**src/rtl/sar_conv_seq_pkg.sv**
```systemverilog
package sar_conv_seq_pkg;

  typedef enum logic [1:0] {
    ST_IDLE = 2'd0,
    ST_CONV = 2'd1,
    ST_ACQ  = 2'd2
  } seqState_e;

  // strobes from control to datapath
  typedef struct packed {
    logic clearSar;   // new conversion accepted
    logic decideBit;  // end of the current bit period
  } dpStrobe_t;

  // status from datapath to control
  typedef struct packed {
    logic lastBit;    // current trial bit is the final one
  } dpStatus_t;

endpackage

```
**src/rtl/sar_conv_seq_dp.sv**
```systemverilog
module sar_conv_seq_dp
  import sar_conv_seq_pkg::*;
#(
  parameter int RES_BITS   = 12,
  parameter int SHORT_BITS = 8
) (
  input  logic                clk,
  input  logic                rst_n,
  input  dpStrobe_t           strb,
  input  logic                shortSel,
  input  logic                compKeep,
  output dpStatus_t           stat,
  output logic [RES_BITS-1:0] trialCode,
  output logic [RES_BITS-1:0] resultData,
  output logic                lastShort
);

  localparam int DROP_BITS = RES_BITS - SHORT_BITS;
  localparam logic [RES_BITS-1:0] MSB_ONE = {1'b1, {(RES_BITS-1){1'b0}}};

  logic [RES_BITS-1:0] sarReg;
  logic [RES_BITS-1:0] bitMask;
  logic                shortLat;
  logic                shortStop;

  generate
    if (DROP_BITS > 0) begin : g_short
      assign shortStop = bitMask[DROP_BITS];
    end else begin : g_noshort
      assign shortStop = bitMask[0];
    end
  endgenerate

  assign stat.lastBit = shortLat ? shortStop : bitMask[0];

  always_ff @(posedge clk or negedge rst_n) begin
    if (!rst_n) begin
      sarReg   <= '0;
      bitMask  <= '0;
      shortLat <= 1'b0;
    end else if (strb.clearSar) begin
      sarReg   <= '0;
      bitMask  <= MSB_ONE;
      shortLat <= shortSel;
    end else if (strb.decideBit) begin
      if (compKeep) sarReg <= sarReg | bitMask;
      // after the final decision the DAC sees the plain result
      if (stat.lastBit) bitMask <= '0;
      else              bitMask <= bitMask >> 1;
    end
  end

  assign trialCode  = sarReg | bitMask;
  assign resultData = sarReg;
  assign lastShort  = shortLat;

endmodule

```
**src/rtl/sar_conv_seq_ctrl.sv**
```systemverilog
module sar_conv_seq_ctrl
  import sar_conv_seq_pkg::*;
#(
  parameter int BIT_CYCLES = 75,
  parameter int ACQ_CYCLES = 100
) (
  input  logic      clk,
  input  logic      rst_n,
  input  logic      startReq,
  input  dpStatus_t stat,
  output dpStrobe_t strb,
  output logic      holdCtl,
  output logic      convClkEn,
  output logic      busy,
  output logic      dataValid,
  output logic      eocPulse
);

  localparam int BTW = (BIT_CYCLES > 1) ? $clog2(BIT_CYCLES) : 1;
  localparam int ATW = (ACQ_CYCLES > 1) ? $clog2(ACQ_CYCLES) : 1;
  localparam logic [BTW-1:0] BIT_LAST = BTW'(BIT_CYCLES - 1);
  localparam logic [ATW-1:0] ACQ_LAST = ATW'(ACQ_CYCLES - 1);

  seqState_e      state;
  logic [BTW-1:0] bitTimer;
  logic [ATW-1:0] acqTimer;
  logic           validFlag;
  logic           eocReg;
  logic           bitEnd;

  assign bitEnd        = (state == ST_CONV) && (bitTimer == BIT_LAST);
  assign strb.clearSar = (state == ST_IDLE) && startReq;
  assign strb.decideBit = bitEnd;

  always_ff @(posedge clk or negedge rst_n) begin
    if (!rst_n) begin
      state     <= ST_IDLE;
      bitTimer  <= '0;
      acqTimer  <= '0;
      validFlag <= 1'b0;
      eocReg    <= 1'b0;
    end else begin
      eocReg <= 1'b0;
      unique case (state)
        ST_IDLE: begin
          if (startReq) begin
            state     <= ST_CONV;
            bitTimer  <= '0;
            validFlag <= 1'b0;
          end
        end
        ST_CONV: begin
          if (bitEnd) begin
            bitTimer <= '0;
            if (stat.lastBit) begin
              state     <= ST_ACQ;
              acqTimer  <= '0;
              validFlag <= 1'b1;
              eocReg    <= 1'b1;
            end
          end else begin
            bitTimer <= bitTimer + 1'b1;
          end
        end
        ST_ACQ: begin
          if (acqTimer == ACQ_LAST) state <= ST_IDLE;
          else                      acqTimer <= acqTimer + 1'b1;
        end
        default: state <= ST_IDLE;
      endcase
    end
  end

  assign holdCtl   = (state == ST_CONV);
  assign convClkEn = (state == ST_CONV);
  assign busy      = (state != ST_IDLE);
  assign dataValid = validFlag;
  assign eocPulse  = eocReg;

endmodule

```
**src/rtl/sar_conv_seq.sv**
```systemverilog
module sar_conv_seq
  import sar_conv_seq_pkg::*;
#(
  parameter int RES_BITS   = 12,
  parameter int SHORT_BITS = 8,
  parameter int BIT_CYCLES = 75,
  parameter int ACQ_CYCLES = 100
) (
  input  logic                clk,
  input  logic                rst_n,
  input  logic                startReq,
  input  logic                shortSel,
  input  logic                compKeep,
  output logic [RES_BITS-1:0] trialCode,
  output logic [RES_BITS-1:0] resultData,
  output logic                holdCtl,
  output logic                convClkEn,
  output logic                busy,
  output logic                dataValid,
  output logic                eocPulse,
  output logic                lastShort
);

  dpStrobe_t strb;
  dpStatus_t stat;

  sar_conv_seq_ctrl #(
    .BIT_CYCLES(BIT_CYCLES),
    .ACQ_CYCLES(ACQ_CYCLES)
  ) u_ctrl (
    .clk      (clk),
    .rst_n    (rst_n),
    .startReq (startReq),
    .stat     (stat),
    .strb     (strb),
    .holdCtl  (holdCtl),
    .convClkEn(convClkEn),
    .busy     (busy),
    .dataValid(dataValid),
    .eocPulse (eocPulse)
  );

  sar_conv_seq_dp #(
    .RES_BITS  (RES_BITS),
    .SHORT_BITS(SHORT_BITS)
  ) u_dp (
    .clk       (clk),
    .rst_n     (rst_n),
    .strb      (strb),
    .shortSel  (shortSel),
    .compKeep  (compKeep),
    .stat      (stat),
    .trialCode (trialCode),
    .resultData(resultData),
    .lastShort (lastShort)
  );

endmodule

```
**config.mk**
```make
export PLATFORM = sky130hd
export DESIGN_NAME = sar_conv_seq
export DESIGN_NICKNAME = d
export VERILOG_FILES = /design/src/rtl/sar_conv_seq_pkg.sv /design/src/rtl/sar_conv_seq_dp.sv /design/src/rtl/sar_conv_seq_ctrl.sv /design/src/rtl/sar_conv_seq.sv
export SDC_FILE = /design/constraint.sdc
export NUM_CORES = 1
export LEC_CHECK = 0
export BUFFER_PORTS_ARGS = -buffer_cell sky130_fd_sc_hd__clkbuf_2
export CAP_MARGIN = 20
export CORE_MARGIN = 2
export CORE_UTILIZATION = 50
export CTS_BUF_LIST = sky130_fd_sc_hd__clkbuf_16
export DETAILED_ROUTE_END_ITERATION = 10
export GPL_ROUTABILITY_DRIVEN = 0
export PLACE_DENSITY_LB_ADDON = 0.08
export SKIP_LAST_GASP = 1
export SLEW_MARGIN = 20
export SYNTH_ARGS = -nofsm -noshare
export SYNTH_HDL_FRONTEND = slang
export SYNTH_HIERARCHICAL = 1
export SYNTH_SLANG_ARGS = --single-unit
```
**constraint.sdc**
```tcl
create_clock -name clk -period 1.85 [get_ports clk]
set_input_delay 0.185 -clock clk [delete_from_list [all_inputs] [get_ports clk]]
set_output_delay 0.185 -clock clk [all_outputs]
set_load 0.1 [all_outputs]
```
==> results of run 1 <==
sequential cells by signal, summed over array words and instances (netlist names):
register / count
u_ctrl/acqTimer: 7
u_dp/resultData: 12
u_dp/lastShort: 1
u_ctrl/dataValid: 1
u_ctrl/state: 2
u_ctrl/bitTimer: 7
u_dp/bitMask: 12
u_ctrl/eocPulse: 1
power groups by stage:
stage / logic (µW) / registers [µW] / clock network (µW)
5_1_grt: 82.6 / 950 / 1030
3_5_place_dp: 75.6 / 967 / 0
3_3_place_gp: 74.5 / 967 / 0
6_report: 75.2 / 950 / 967
4_1_cts: 77.6 / 950 / 993
2_1_floorplan: 26.7 / 982 / 0
through the flow:
| step | hold WS [ns] | instance area [µm²] |
|---|---|---|
| after detailed placement | 0.242 | 2230 |
| after CTS | 0.137 | 2410 |
| final | 0.141 | 2420 |
| after global routing | 0.136 | 2420 |
| after floorplan | -0.111 | 2030 |
| after global placement | 0.230 | 2230 |
synth_stat cells (3+ instances only):
library cell,count
a32o_1,10
buf_6,4
a21oi_1,6
nand2b_1,3
or2_2,15
nand3_1,4
a221o_1,3
inv_1,7
nor2_1,23
dfrtp_1,43
o21ai_0,5
ha_1,3
nor2b_4,3
nand2_1,8
a31oi_1,16
area by class of cell:
class	instances	share of cell area (%)
flip-flops and latches	43	44.5
multi-input cells	124	35.5
repair buffers	41	9.45
clock buffers	5	5.16
well taps	50	2.58
clock inverters	3	1.60
inverters	8	1.24
kinds of logic (layout without fill, tap and decap cells):
family,count (synthesis),count (layout),share of synthesized area [%]
mux,3,3,1.61
compound gates,47,47,18.2
flops,43,43,53.1
fa+ha+maj,3,3,1.85
buf+inv,17,57,5.06
xor+xnor,2,2,0.865
simple gates,68,69,19.3
per-layer routing:
layer / global-route usage, % / share of wire (%)
met5: 0 / 0
met2: 33.0 / 50
met1: 24.8 / 44
met4: 7.65 / 1.5
met3: 5.33 / 4.3
repair_timing:
action | 4_1_cts | 5_1_grt
endpoints found under the setup margin | 0 | 14
resized for setup | 0 | 2
hold buffers | 1 | 0
endpoints found under the hold margin | 25 | 0
worst max path at each step:
stage                                           to  slack (ns)  cells past startpoint                           start
finish              u_ctrl/acqTimer[5]$_DFFE_PN0P_        0.11                      5  u_ctrl/acqTimer[0]$_DFFE_PN0P_
global placement    u_ctrl/acqTimer[5]$_DFFE_PN0P_        0.15                      5  u_ctrl/acqTimer[0]$_DFFE_PN0P_
CTS                   u_dp/bitMask[11]$_DFFE_PN0P_        0.07                      8  u_ctrl/bitTimer[0]$_DFFE_PN0P_
global route           u_dp/bitMask[4]$_DFFE_PN0P_        0.01                      7  u_ctrl/bitTimer[0]$_DFFE_PN0P_
detailed placement    u_dp/bitMask[11]$_DFFE_PN0P_        0.12                      8  u_ctrl/bitTimer[0]$_DFFE_PN0P_
floorplan           u_ctrl/acqTimer[5]$_DFFE_PN0P_        0.04                      6      u_dp/lastShort$_DFFE_PN0P_
worst max-delay path, stage by stage, from the launching register on:
cell	delay [ns]
dfrtp_1	0.40
ha_1	0.26
nor2b_4	0.16
a41oi_4	0.34
nor2b_4	0.11
a221o_1	0.36
==> results.yml, run 1 <==
worst_setup_path:
  ff2ff_setup_slack_ns: 0.11
  reg2reg_to: "u_ctrl/acqTimer[5]$_DFFE_PN0P_"
  path_class: "reg -> reg"
  path_max_fanout: 7
  setup.worst_path.start_class: "flip-flop"
  worstPathRequired_ns: 2.01
  r2r_start: "u_ctrl/acqTimer[0]$_DFFE_PN0P_"
  end_kind: "flip-flop"
  r2r_cells: 5
  worstPathArrival_ns: 1.90
cells_and_area:
  multiInputGateArea_um2: 861
  final_util_pct: 61.5
  fillers: 346
  layout.area.seq_mm2: 0.00108
  final_cell_mix: "42 x dfrtp_1, 34 x clkbuf_2, 22 x nor2_1"
  fin_nets: 231
  antenna-diode-count: 0
  final_common_cell: "dfrtp_1"
  area_growth_pct: 19.6
  fin_cells: 274
  drive_gt1_share_pct: 34.8
floorplan:
  die_x_um: 67.7
  io_pins: 35
  fp.dieH_um: 67.7
  core_mm2: 0.00394
  start_util_pct: 51.4
  row_count: 23
  dieArea_mm2: 0.00458
drt:
  wl_mm: 4.09
  drtPass1Iterations: 4
  vias_per_cell: 5.55
  drc: 0
  wl_per_cell_um: 14.9
  drt_iter0_markers: 114
  ant_nets: 0
  vias: 1522
worst_hold_path:
  holdPathStages: 2
  min_from: "shortSel"
  hold_path.class: "in -> reg"
  min_to: "u_dp/lastShort$_DFFE_PN0P_"
synthesis:
  postSynth.asyncResetShare_pct: 100
  synth_seq_area_share_pct: 53.1
  synth_edf_count: 0
  synth_area_mm2: 0.00203
  ys_types: 38
  syn-mean-instance-area_um2: 11.1
  ys_seq_elements: 43
  synth_ff_type: "dfrtp_1"
  yosysTopAreaCellShare_pct: 53.1
  syn-num-nets: 191
  ys.warnings.count: 6
  ys_top_cells_by_area: "dfrtp_1 53%, a31oi_1 4.9%, a32o_1 4.9%, or2_2 4.6%, nor2_1 4.3%"
  yosysTopAreaCell: "dfrtp_1"
  netlist_instances: 183
clock_network:
  cts_setup_buffers: 0
  cts_tree: "built"
  clock_latency_ns: 0.28
  clockRootBuffer: "clkbuf_16"
  clk_pin_slew_ns: 0.06
  clock_tree.buffer_depth: 2
  cts.sinks: 43
  h-tree-depth: 2
  cts_buffers: 5
timing:
  max_freq_mhz: 576
  drv_slew: 0
  slew_headroom_pct: 57.0
  period_minus_slack_ns: 1.74
  hold_violations: 0
  min_period_over_period_pct: 93.9
  fin_ws_ns: 0.113
  tns_ns: 0
  setup_viol: 0
  rsz0062_at_grt: "false"
  fin_skew_ns: 0.00422
  worstMarginPinSlew_ns: 0.645
grt:
  antenna_found_initial: 0
  gr-total-overflow: 0
  first_global_vias: 1407
  grt_max_degree: 28
  grt_first_pass_wirelength_mm: 6.63
  track_usage_pct: 19.9
power_and_ir_drop:
  p_seq_share_pct: 47.7
  p_leak_uw: 0.00128
  netSwitchingPower_uw: 403
  power_density_mw_per_mm2: 822
  p_total_uw: 1990
  vdd_ir_drop_max_mv: 0.649
  combPwrFrac_pct: 3.8
  power_frac_clock_pct: 48.5
  swShare_pct: 20.2
  p_int_uw: 1590
placement:
  pre_cts_ws_ns: 0.119
  place_inst: 264
  dp_hpwl_mm: 2.87
  portBuffers: 34
job:
  cap_viol_max_count: 0
outcome:
  status: "finished clean"
(Power assumes the default switching activity.)
==> run 2, diff against run 1 <==
CORE_UTILIZATION = 49   (was 50)
SYNTH_HIERARCHICAL = not set   (was 1)
==> run 2 against run 1 <==
Critical path depth down 1. Sequential share of layout area down 0.74 points. Non-clock buffer count up 7. Die area barely moved. Combinational power is 61% lower. Clock-buffer cell count did not move. Final cell count up 5.8%. Synthesized area is 2.0% lower. Clock power decreased by 1%.
==> results.yml, run 2 <==
cells_and_area:
  area_growth_pct: 24.2
  final_common_cell: "dfrtp_1"
  final_cell_mix: "42 x dfrtp_1, 32 x clkbuf_2, 22 x nor2_1"
  fin_area_mm2: 0.00246
  antenna-diode-count: 0
  fin_nets: 247
  fillers: 329
  drive_gt1_share_pct: 32.1
  fin_cells: 290
floorplan:
  fp.dieH_um: 67.6
  dieArea_mm2: 0.00458
  die_x_um: 67.6
  io_pins: 35
  core_mm2: 0.00394
  row_count: 23
  start_util_pct: 50.3
drt:
  wl_mm: 4.31
  vias: 1631
  vias_per_cell: 5.62
  drt_iter0_markers: 135
  drtPass1Iterations: 4
  ant_nets: 0
  wl_per_cell_um: 14.9
  drc: 0
worst_setup_path:
  setup.worst_path.start_class: "flip-flop"
  end_kind: "flip-flop"
  r2r_cells: 4
  critPathMaxStageDelay_ns: 0.54
  worstPathArrival_ns: 1.97
  path_max_fanout: 13
  path_class: "reg -> reg"
  ff2ff_setup_slack_ns: 0.04
  worstPathRequired_ns: 2.01
  reg2reg_to: "u_dp.bitMask[2]$_DFFE_PN0P_"
  slowest_stage: "or4b_4"
  worstPathCellList: "or4b_4 > or3_4 > buf_12 > a32o_1"
  r2r_start: "u_ctrl.bitTimer[5]$_DFFE_PN0P_"
power_and_ir_drop:
  combPwrFrac_pct: 1.5
  p_leak_uw: 0.00121
  p_int_uw: 1570
  vdd_ir_drop_max_mv: 0.447
  p_seq_share_pct: 48.8
  swShare_pct: 18.3
  netSwitchingPower_uw: 353
  power_density_mw_per_mm2: 781
  power_frac_clock_pct: 49.6
grt:
  antenna_found_initial: 0
  first_global_vias: 1473
  gr-total-overflow: 0
  grt_first_pass_wirelength_mm: 6.97
  grt_max_degree: 29
  track_usage_pct: 20.9
synthesis:
  synthTopCellsByCount: "43 x dfrtp_1, 22 x nor2_1, 15 x a31oi_1, 15 x nand2_1, 13 x or2_2"
  netlist_instances: 193
  syn-num-nets: 201
  ys_seq_elements: 43
  synth_seq_area_share_pct: 54.2
  yosysTopAreaCellShare_pct: 54.2
  synth_ff_type: "dfrtp_1"
  yosysTopAreaCell: "dfrtp_1"
  synth_area_mm2: 0.00198
  postSynth.asyncResetShare_pct: 100
  ys.warnings.count: 0
  syn-mean-instance-area_um2: 10.3
  ys_top_cells_by_area: "dfrtp_1 54%, a32o_1 5.0%, a31oi_1 4.7%, nor2_1 4.2%, or2_2 4.1%"
  synth_most_common_cell: "dfrtp_1"
  synth_edf_count: 0
  ys_types: 39
timing:
  drv_slew: 0
  setup_viol: 0
  period_minus_slack_ns: 1.81
  fin_skew_ns: 0.00475
  min_period_over_period_pct: 97.6
  max_freq_mhz: 554
  slew_headroom_pct: 54.8
  rsz0062_at_grt: "true"
  worstMarginPinSlew_ns: 0.677
  tns_ns: 0
  hold_violations: 0
clock_network:
  h-tree-depth: 2
  clock_latency_ns: 0.28
  clock_tree.buffer_depth: 2
  cts_tree: "built"
  cts_buffers: 5
  clockRootBuffer: "clkbuf_16"
  clk_pin_slew_ns: 0.06
  cts_setup_buffers: 0
  cts.sinks: 43
worst_hold_path:
  min_to: "u_dp.lastShort$_DFFE_PN0P_"
  hold_path.class: "in -> reg"
  min_from: "shortSel"
  holdPathStages: 3
placement:
  place_inst: 281
  portBuffers: 34
  place_area_mm2: 0.00228
  dp_hpwl_mm: 3.11
job:
  cap_viol_max_count: 0
outcome:
  status: "finished clean"
## run 2: stage by stage
| step | util [%] | power [µW] | hold slack [ns] | setup WS [ns] |
|---|---|---|---|---|
| CTS | 62.4 | 1960 | 0.0907 | 0.0321 |
| global placement | 57.9 | 986 | 0.238 | 0.0206 |
| finish | 62.5 | 1930 | 0.0939 | 0.0436 |
| floorplan | - | 961 | -0.111 | -0.0522 |
| global route | 62.5 | 1990 | 0.106 | -0.0568 |
| detailed placement | 57.9 | 987 | 0.260 | -0.0178 |
## run 2: worst max-delay path by stage
stage	endpoint	slack, ns	startpoint
global placement	u_dp.bitMask[5]$_DFFE_PN0P_	0.02	u_ctrl.bitTimer[5]$_DFFE_PN0P_
CTS	u_dp.bitMask[2]$_DFFE_PN0P_	0.03	u_ctrl.bitTimer[5]$_DFFE_PN0P_
floorplan	u_dp.bitMask[2]$_DFFE_PN0P_	-0.05	u_ctrl.bitTimer[5]$_DFFE_PN0P_
detailed placement	u_dp.bitMask[2]$_DFFE_PN0P_	-0.02	u_ctrl.bitTimer[5]$_DFFE_PN0P_
global route	u_dp.bitMask[9]$_DFFE_PN0P_	-0.06	u_ctrl.bitTimer[5]$_DFFE_PN0P_
finish	u_dp.bitMask[2]$_DFFE_PN0P_	0.04	u_ctrl.bitTimer[5]$_DFFE_PN0P_
## run 2: routing by layer
metal  wire [µm]  track usage [%]  up-vias  share of wire, %
li1            -                -      785                 -
met1        1990             27.5      802                46
met2        2090             33.1       38                49
met3         186             5.33        6               4.3
met4          44             7.91        0               1.0
met5           0                0        -                 0
## run 2: layout make-up
| class | count | area (µm²) | area share, % |
|---|---|---|---|
| Sequential cell | 43 | 1080 | 43.7 |
| Multi-Input combinational cell | 132 | 826 | 33.5 |
| Timing Repair Buffer | 48 | 299 | 12.1 |
| Clock buffer | 5 | 125 | 5.08 |
| Tap cell | 50 | 62.6 | 2.54 |
| Clock inverter | 3 | 37.5 | 1.52 |
| Inverter | 9 | 37.5 | 1.52 |
## run 2: power groups by stage
stage	logic [µW]	registers (µW)	clock network, µW
6_report	29.2	941	956
4_1_cts	30.7	940	984
5_1_grt	34.3	940	1020
3_5_place_dp	29.3	958	0
3_3_place_gp	28.1	958	0
2_1_floorplan	2.90	958	0
## run 2: cell families (layout without fill, tap and decap cells)
group | Yosys count | count (layout) | synth area share (%)
compound gates | 47 | 47 | 17.5
mux | 2 | 2 | 1.01
simple gates | 79 | 79 | 20.2
fa+ha+maj | 3 | 3 | 1.89
xor+xnor | 1 | 1 | 0.441
flops | 43 | 43 | 54.2
buf+inv | 18 | 65 | 4.67
## run 2: what timing repair did
| action | CTS | global route |
|---|---|---|
| hold buffers | 1 | 0 |
| endpoints found under the hold margin | 27 | 0 |
| resized for setup | 2 | 2 |
| endpoints found under the setup margin | 12 | 24 |
## run 2: worst max-delay path, delay by kind of cell, from the launching register on
family / cells / cell delay, ns
AOI/OAI and AO/OA: 1 / 0.24
buffers and inverters: 1 / 0.16
DFF: 1 / 0.38
and+or+nand+nor: 2 / 0.92
